$ cat src/rtl/irqagg_pkg.sv
package irqagg_pkg;
  localparam int REG_W    = 32;
  localparam int MODE_BIT = 31;
  localparam int ADDR_W   = 8;

  localparam logic [ADDR_W-1:0] OFF_EVENTS = 8'h00;
  localparam logic [ADDR_W-1:0] OFF_MASK   = 8'h04;
  localparam logic [ADDR_W-1:0] OFF_CLEAR  = 8'h08;
  localparam logic [ADDR_W-1:0] OFF_LEVELS = 8'h0C;

  // Bits a per-bit clear may touch: everything except the mode/clear-all bit.
  localparam logic [REG_W-1:0] PERBIT_CLR_MASK = ~(REG_W'(1) << MODE_BIT);

  function automatic logic [REG_W-1:0] byte_reverse(input logic [REG_W-1:0] d);
    logic [REG_W-1:0] r;
    for (int b = 0; b < REG_W/8; b++) begin
      r[8*b +: 8] = d[REG_W-8-8*b +: 8];
    end
    return r;
  endfunction
endpackage

$ cat src/rtl/irqagg_regif.sv
module irqagg_regif
  import irqagg_pkg::*;
#(
  parameter int NUM_LINES = 31
) (
  input  logic              clk,
  input  logic              rst_n,
  input  logic              reg_wr,
  input  logic [ADDR_W-1:0] reg_addr,
  input  logic [REG_W-1:0]  reg_wdata,
  input  logic [REG_W-1:0]  evt_q,
  input  logic [REG_W-1:0]  lvl_q,
  output logic [REG_W-1:0]  mask_q,
  output logic              clr_fire,
  output logic [REG_W-1:0]  clr_data,
  output logic [REG_W-1:0]  reg_rdata
);
  localparam int WORD_MSB = ADDR_W - 1;

  logic [REG_W-1:0] wdata_sw;
  logic             mask_fire;
  logic [WORD_MSB-2:0] word_idx;

  assign wdata_sw  = byte_reverse(reg_wdata);
  assign mask_fire = reg_wr && (reg_addr == OFF_MASK);
  assign clr_fire  = reg_wr && (reg_addr == OFF_CLEAR);
  assign clr_data  = wdata_sw;
  assign word_idx  = reg_addr[WORD_MSB:2];

  always_ff @(posedge clk or negedge rst_n) begin
    if (!rst_n) begin
      mask_q <= '0;
    end else if (mask_fire) begin
      mask_q <= wdata_sw;
    end
  end

  always_comb begin
    reg_rdata = '0;
    if (word_idx == OFF_EVENTS[WORD_MSB:2]) begin
      reg_rdata = evt_q;
    end else if (word_idx == OFF_MASK[WORD_MSB:2]) begin
      reg_rdata = mask_q;
    end else if (word_idx == OFF_LEVELS[WORD_MSB:2]) begin
      reg_rdata = lvl_q;
    end
  end
endmodule

$ cat src/rtl/irqagg_capture.sv
module irqagg_capture
  import irqagg_pkg::*;
#(
  parameter int NUM_LINES = 31
) (
  input  logic                 clk,
  input  logic                 rst_n,
  input  logic [NUM_LINES-1:0] lines,
  input  logic [REG_W-1:0]     mask_q,
  input  logic                 clr_fire,
  input  logic [REG_W-1:0]     clr_data,
  output logic [REG_W-1:0]     evt_q,
  output logic [REG_W-1:0]     evt_next,
  output logic [REG_W-1:0]     lvl_q,
  output logic [NUM_LINES-1:0] line_chg
);
  logic             mode_any;
  logic [REG_W-1:0] evt_upd;
  logic [REG_W-1:0] evt_line;
  logic [REG_W-1:0] lvl_next;

  assign mode_any = mask_q[MODE_BIT];

  for (genvar i = 0; i < REG_W; i++) begin : g_bit
    if (i < NUM_LINES) begin : g_line
      assign line_chg[i] = lines[i] ^ lvl_q[i];
      assign evt_upd[i]  = line_chg[i] ? (mode_any | lines[i]) : evt_q[i];
      assign lvl_next[i] = lines[i];
    end else begin : g_pad
      assign evt_upd[i]  = evt_q[i];
      assign lvl_next[i] = 1'b0;
    end
  end

  assign evt_line = (|line_chg) ? (evt_upd & mask_q) : evt_q;

  always_comb begin
    evt_next = evt_line;
    if (clr_fire) begin
      if (mode_any && clr_data[MODE_BIT]) begin
        evt_next = '0;
      end else begin
        evt_next = evt_line & ~(clr_data & PERBIT_CLR_MASK);
      end
    end
  end

  always_ff @(posedge clk or negedge rst_n) begin
    if (!rst_n) begin
      evt_q <= '0;
      lvl_q <= '0;
    end else begin
      evt_q <= evt_next;
      lvl_q <= lvl_next;
    end
  end
endmodule

$ cat src/rtl/irqagg_latch.sv
module irqagg_latch
  import irqagg_pkg::*;
(
  input  logic             clk,
  input  logic             rst_n,
  input  logic [REG_W-1:0] evt_next,
  input  logic             clr_fire,
  output logic             irq_q
);
  logic pending;
  assign pending = |evt_next;

  always_ff @(posedge clk or negedge rst_n) begin
    if (!rst_n) begin
      irq_q <= 1'b0;
    end else if (pending) begin
      irq_q <= 1'b1;
    end else if (clr_fire) begin
      irq_q <= 1'b0;
    end
  end
endmodule

$ cat src/rtl/irq_aggregator.sv
module irq_aggregator
  import irqagg_pkg::*;
#(
  parameter int NUM_LINES = 31
) (
  input  logic                 clk,
  input  logic                 rst_n,
  input  logic                 reg_wr,
  input  logic [ADDR_W-1:0]    reg_addr,
  input  logic [REG_W-1:0]     reg_wdata,
  output logic [REG_W-1:0]     reg_rdata,
  input  logic [NUM_LINES-1:0] irq_lines,
  output logic                 cpu_irq
);
  logic [REG_W-1:0]     mask_q;
  logic [REG_W-1:0]     evt_q;
  logic [REG_W-1:0]     evt_next;
  logic [REG_W-1:0]     lvl_q;
  logic [REG_W-1:0]     clr_data;
  logic                 clr_fire;
  logic [NUM_LINES-1:0] line_chg;

  irqagg_regif #(.NUM_LINES(NUM_LINES)) u_regif (
    .clk(clk), .rst_n(rst_n), .reg_wr(reg_wr), .reg_addr(reg_addr),
    .reg_wdata(reg_wdata), .evt_q(evt_q), .lvl_q(lvl_q), .mask_q(mask_q),
    .clr_fire(clr_fire), .clr_data(clr_data), .reg_rdata(reg_rdata)
  );

  irqagg_capture #(.NUM_LINES(NUM_LINES)) u_capture (
    .clk(clk), .rst_n(rst_n), .lines(irq_lines), .mask_q(mask_q),
    .clr_fire(clr_fire), .clr_data(clr_data), .evt_q(evt_q),
    .evt_next(evt_next), .lvl_q(lvl_q), .line_chg(line_chg)
  );

  irqagg_latch u_latch (
    .clk(clk), .rst_n(rst_n), .evt_next(evt_next), .clr_fire(clr_fire),
    .irq_q(cpu_irq)
  );
endmodule

$ cat config.mk
export PLATFORM = sky130hd
export DESIGN_NAME = irq_aggregator
export DESIGN_NICKNAME = d
export VERILOG_FILES = /design/src/rtl/irqagg_pkg.sv /design/src/rtl/irqagg_regif.sv /design/src/rtl/irqagg_capture.sv /design/src/rtl/irqagg_latch.sv /design/src/rtl/irq_aggregator.sv
export SDC_FILE = /design/constraint.sdc
export NUM_CORES = 1
export LEC_CHECK = 0
export BUFFER_PORTS_ARGS = -buffer_cell sky130_fd_sc_hd__buf_2
export CAP_MARGIN = 20
export CORE_UTILIZATION = 60
export DETAILED_ROUTE_END_ITERATION = 8
export MAX_ROUTING_LAYER = met4
export PLACE_DENSITY = 0.86
export REMOVE_ABC_BUFFERS = 1
export SYNTH_ARGS = -nofsm -noshare
export SYNTH_HDL_FRONTEND = slang
export SYNTH_SLANG_ARGS = --single-unit
$ cat constraint.sdc
create_clock -name clk -period 8.21 [get_ports clk]
set_input_delay 1.2315 -clock clk [delete_from_list [all_inputs] [get_ports clk]]
set_output_delay 1.2315 -clock clk [all_outputs]
set_load 0.005 [all_outputs]
== Yosys cells after proc, flatten, opt, wreduce, memory -nomap -nowiden ==
Cells that the tools add are included.
Storage, ports and cells
  bits in registers: 96
  input port bits: 74
  logic and storage cells: 119
Operators by class
  equal/unequal tests: 4
  mux-type cells: 39
  bitwise operators: 65
  reductions and logical operators: 7
Operator list (count)
  $mux 32: 5
  $and 32x32->32: 2
  $mux 1: 33
  $not 31->32: 1
  $reduce_or 32->1: 1
  $mux 31: 1
  $or 1x1->1: 31
  $reduce_or 31->1: 1
  $xor 1x1->1: 31
  $eq 8x3->1 const B: 1
  $eq 8x4->1 const B: 1
  $eq 6x1->1 const B: 1
  $eq 6x2->1 const B: 1
  $logic_not 6->1: 1
  $logic_and 1x1->1: 3
  $reduce_bool 2->1: 1

== Longest topological paths before layout ==
  word-level depth: 9
  depth in mapped cells: 10

== Cells and area by module ==
A second synthesis with hierarchy kept.
Second synthesis, totals
  cells, all modules: 509
  area, all modules: 5549.1 µm²
Modules (own cells, without submodules)
  irqagg_capture: times used 1, cells an instance 278, area an instance 3017.9 µm², seq. area each 1576.5 µm²
  irqagg_regif: times used 1, cells an instance 217, area an instance 2417.3 µm², seq. area each 800.8 µm²
  irqagg_latch: times used 1, cells an instance 14, area an instance 113.9 µm², seq. area each 25.0 µm²

== Worst setup path after synthesis ==
Ideal clock, no wire load.
  kind: input-to-output
  from: input port reg_addr[5]
  to: output port reg_rdata[10]
  arrival: 2.565 ns
  slack: 4.413 ns
  cell stages on the path: 6
  path buffers: 2
  cells stage by stage: nor4_1 -> and2_1 -> clkbuf_1 -> clkbuf_1 -> a22oi_1 -> o21ai_0
On the way
  cells in the longest elaborated chain, start to end: 4
  elaborated cells on any way between the ends: 6
Ends and longest elaborated chain
  start, declared: RTL line irq_aggregator.sv:9  | input logic [ADDR_W-1:0] reg_addr,
  $eq 6x2->1: RTL line irqagg_regif.sv:44  | end else if (word_idx == OFF_LEVELS[WORD_MSB:2]) begin
  $mux 31: RTL line irqagg_regif.sv:44
  $mux 32: RTL line irqagg_regif.sv:42  | end else if (word_idx == OFF_MASK[WORD_MSB:2]) begin
  $mux 32 (*): RTL line irqagg_regif.sv:40  | if (word_idx == OFF_EVENTS[WORD_MSB:2]) begin
  end, declared: RTL line irq_aggregator.sv:11  | output logic [REG_W-1:0] reg_rdata,
Mark *: on every way between the ends. The rest lies on a longest branch, timed or not.

== Worst setup path after layout ==
  from: input port reg_addr[5]
  to: output port reg_rdata[13]
The elaborated chain is that of the path after synthesis.

==> out/metrics.yaml <==
cells_and_area:
  final_cell_mix: "105 x buf_2, 96 x dfrtp_1, 87 x o21ai_0, 40 x nand2_1, 37 x a21oi_1"
  final_nets: 691
  drive_above_1_share_pct: 29.7
  areaGrowthSynthToFinish_pct: 15.1
  final_common_cell: "buf_2"
  diodes: 0
  fin_cells: 725
worst_setup_path:
  r2r_end: "u_latch.irq_q$_DFFE_PN0P_"
  crit_required_ps: 6980
  crit_type: "input port to output pin"
  ff2ff_setup_slack_ps: 4620
  cp_max_fo: 33
  r2r-start: "u_capture.lvl_q[30]$_DFF_PN0_"
  start_kind: "input port"
  rr_worst_depth: 8
  worstSetupEndpointType: "output pin"
  cp.arrival_ps: 3360
route:
  wl_per_cell_um: 19.7
  totalWireLength_mm: 14.3
  drt_first_pass_iters: 6
  drc_errors: 0
  via_per_inst: 6.52
  ant_nets: 0
  drt_iter0_markers: 562
  vias: 4726
logic_synthesis:
  synth_edf_count: 0
  synth-main-ff-cell: "dfrtp_1"
  netlist_top_cells_area: "dfrtp_1 46%, o21ai_0 8.4%, mux2_2 7.2%, xor2_1 5.2%, a22oi_1 4.3%"
  netlist_area_um2: 5190
  syn_area_per_cell_um2: 9.83
  yosys_warnings: 0
  synth-async-reset-ratio_pct: 100
  yosysTopAreaCell: "dfrtp_1"
  syn_inst: 528
  synth_top_area_share_pct: 46.3
  synth-seq-cells: 96
  yosysSeqAreaShare_pct: 46.3
  ys_types: 51
floorplan:
  rows: 33
  dieArea_um2: 9030
  die_x_um: 95.0
  start_util_pct: 62.5
  die_h_um: 95.0
  ioPinCount: 107
  core_um2: 8300
clock_tree:
  clockBufferDepth: 2
  h-tree-depth: 3
  clock_latency_ps: 360
  cts_tree: "built"
  clockRootBuffer: "clkbuf_8"
  ctsHoldBuffers: 0
  post_cts_buffers: 0
  numClockSinks: 96
  clkSlewWorstSetupHoldPaths_ps: 100
  ctsResizeCount: 0
  numCtsBuffers: 9
timing:
  final.min_clock_period_ps: 4590
  grt_setup_unrepaired: "no"
  final_hold_viol_count: 0
  relSlewSlack_pct: 33.5
  fmaxAchievable_mhz: 218
  slew_viol_final: 0
  setup_violations: 0
  tightest_slew_ps: 997
  period_share_pct: 55.9
  finalSetupTns_ps: 0
  finClkSkew_ps: 13.5
grt:
  antenna_found_initial: 0
  grt_pass1_wl_mm: 22.5
  grt_overflow: 0
  grt_pass1_vias: 4655
  grt_start_max_net_pins: 54
  gr-usage-all-layers_pct: 34.1
place:
  hpwl_mm: 9.32
  globalplace.congestion: 0.907
  io_buffers: 106
  placed_cells: 711
outcome:
  status: "completed"
worst_hold_path:
  holdPathStages: 1
  hold_class: "flip-flop to flip-flop"
  hold_end: "u_regif.mask_q[18]$_DFFE_PN0P_"
  hp-start: "u_regif.mask_q[18]$_DFFE_PN0P_"
job:
  drv_cap: 0
power_and_ir_drop:
  peakVddDrop_v: 0.000120
  power_density_nw_per_um2: 166
  p_leak_nw: 2.69
layer usage:
metal / share of wire [%] / vias up / GRT usage (%)
met5: 0 / - / -
met4: 2.0 / 0 / 14.4
met3: 8.6 / 31 / 5.07
met2: 49 / 273 / 53.2
met1: 41 / 2290 / 44.5
li1: - / 2132 / -
cell usage after synthesis, types with 3 or more instances:
cell      number
mux2_2        33
o21ai_1        7
a31oi_1        5
inv_1          7
nand4_1        3
buf_1          3
xor2_1        31
nor3_1         7
a22oi_2        3
o32ai_1        4
dfrtp_1       96
nand2_1       41
nor2_1        15
o221ai_1       7
o211ai_1       8
o21ai_0       87
a221oi_1       3
buf_2          4
nor4_2         7
o21a_1         6
clkbuf_1      22
or2_2          8
a21oi_1       37
nand2b_1      16
a22oi_1       30
worst max-delay path by stage:
| stage | start | endpoint | cells past startpoint |
|---|---|---|---|
| floorplan | reg_addr[5] | reg_rdata[10] | 4 |
| global placement | reg_addr[5] | reg_rdata[13] | 6 |
| detailed placement | reg_addr[5] | reg_rdata[13] | 6 |
| CTS | reg_addr[5] | reg_rdata[13] | 6 |
| global route | reg_addr[5] | reg_rdata[24] | 6 |
| finish | reg_addr[5] | reg_rdata[13] | 6 |
cell families (layout without fill, tap and decap cells):
| logic type | after synthesis | count (layout) | synth area share (%) |
|---|---|---|---|
| multiplexers | 33 | 33 | 7.16 |
| AO/OA/AOI/OAI | 212 | 212 | 25.5 |
| AND/OR/NAND/NOR | 116 | 116 | 12.4 |
| flip-flops | 96 | 96 | 46.3 |
| XOR/XNOR | 31 | 31 | 5.23 |
| buffers and inverters | 40 | 132 | 3.42 |
layout make-up:
class                   count  area (um2)
clock buffers              10         128
clock inverters             4        95.1
fillers                   611        2330
inverters                   7        26.3
multi-input cells         392        2620
flip-flops and latches     96        2400
well taps                 105         131
repair buffers            111         571
critical path, stage by stage:
cell and delay, ps:
buf_2 90, nor4_1 460, nor2b_4 850, a22oi_1 200
o21ai_0 330, buf_2 180
sequential cells by signal (all words and copies together), names as in the netlist:
name and cells:
u_latch.irq_q 1, u_capture.evt_q 32, u_capture.lvl_q 31, u_regif.mask_q 32
power by group:
part           leakage (nW)  switching (W)  internal [W]
clock                 0.112       0.000164      0.000199
sequential             1.26      0.0000202      0.000491
combinational          1.32      0.0000667     0.0000481
total                  2.69       0.000250      0.000739
metrics by stage:
step	util [%]	cell area, um2	worst slack (ps)	hold slack, ps	total power (W)
4_1_cts	72.0	5970	3720	537	0.000990
2_1_floorplan	-	5040	3760	497	0.000573
3_5_place_dp	69.3	5750	3720	515	0.000633
3_3_place_gp	69.3	5750	3800	505	0.000628
5_1_grt	72.0	5970	3520	564	0.00102
6_report	72.0	5970	3620	536	0.000989
Power figures use the tool's default switching activity.
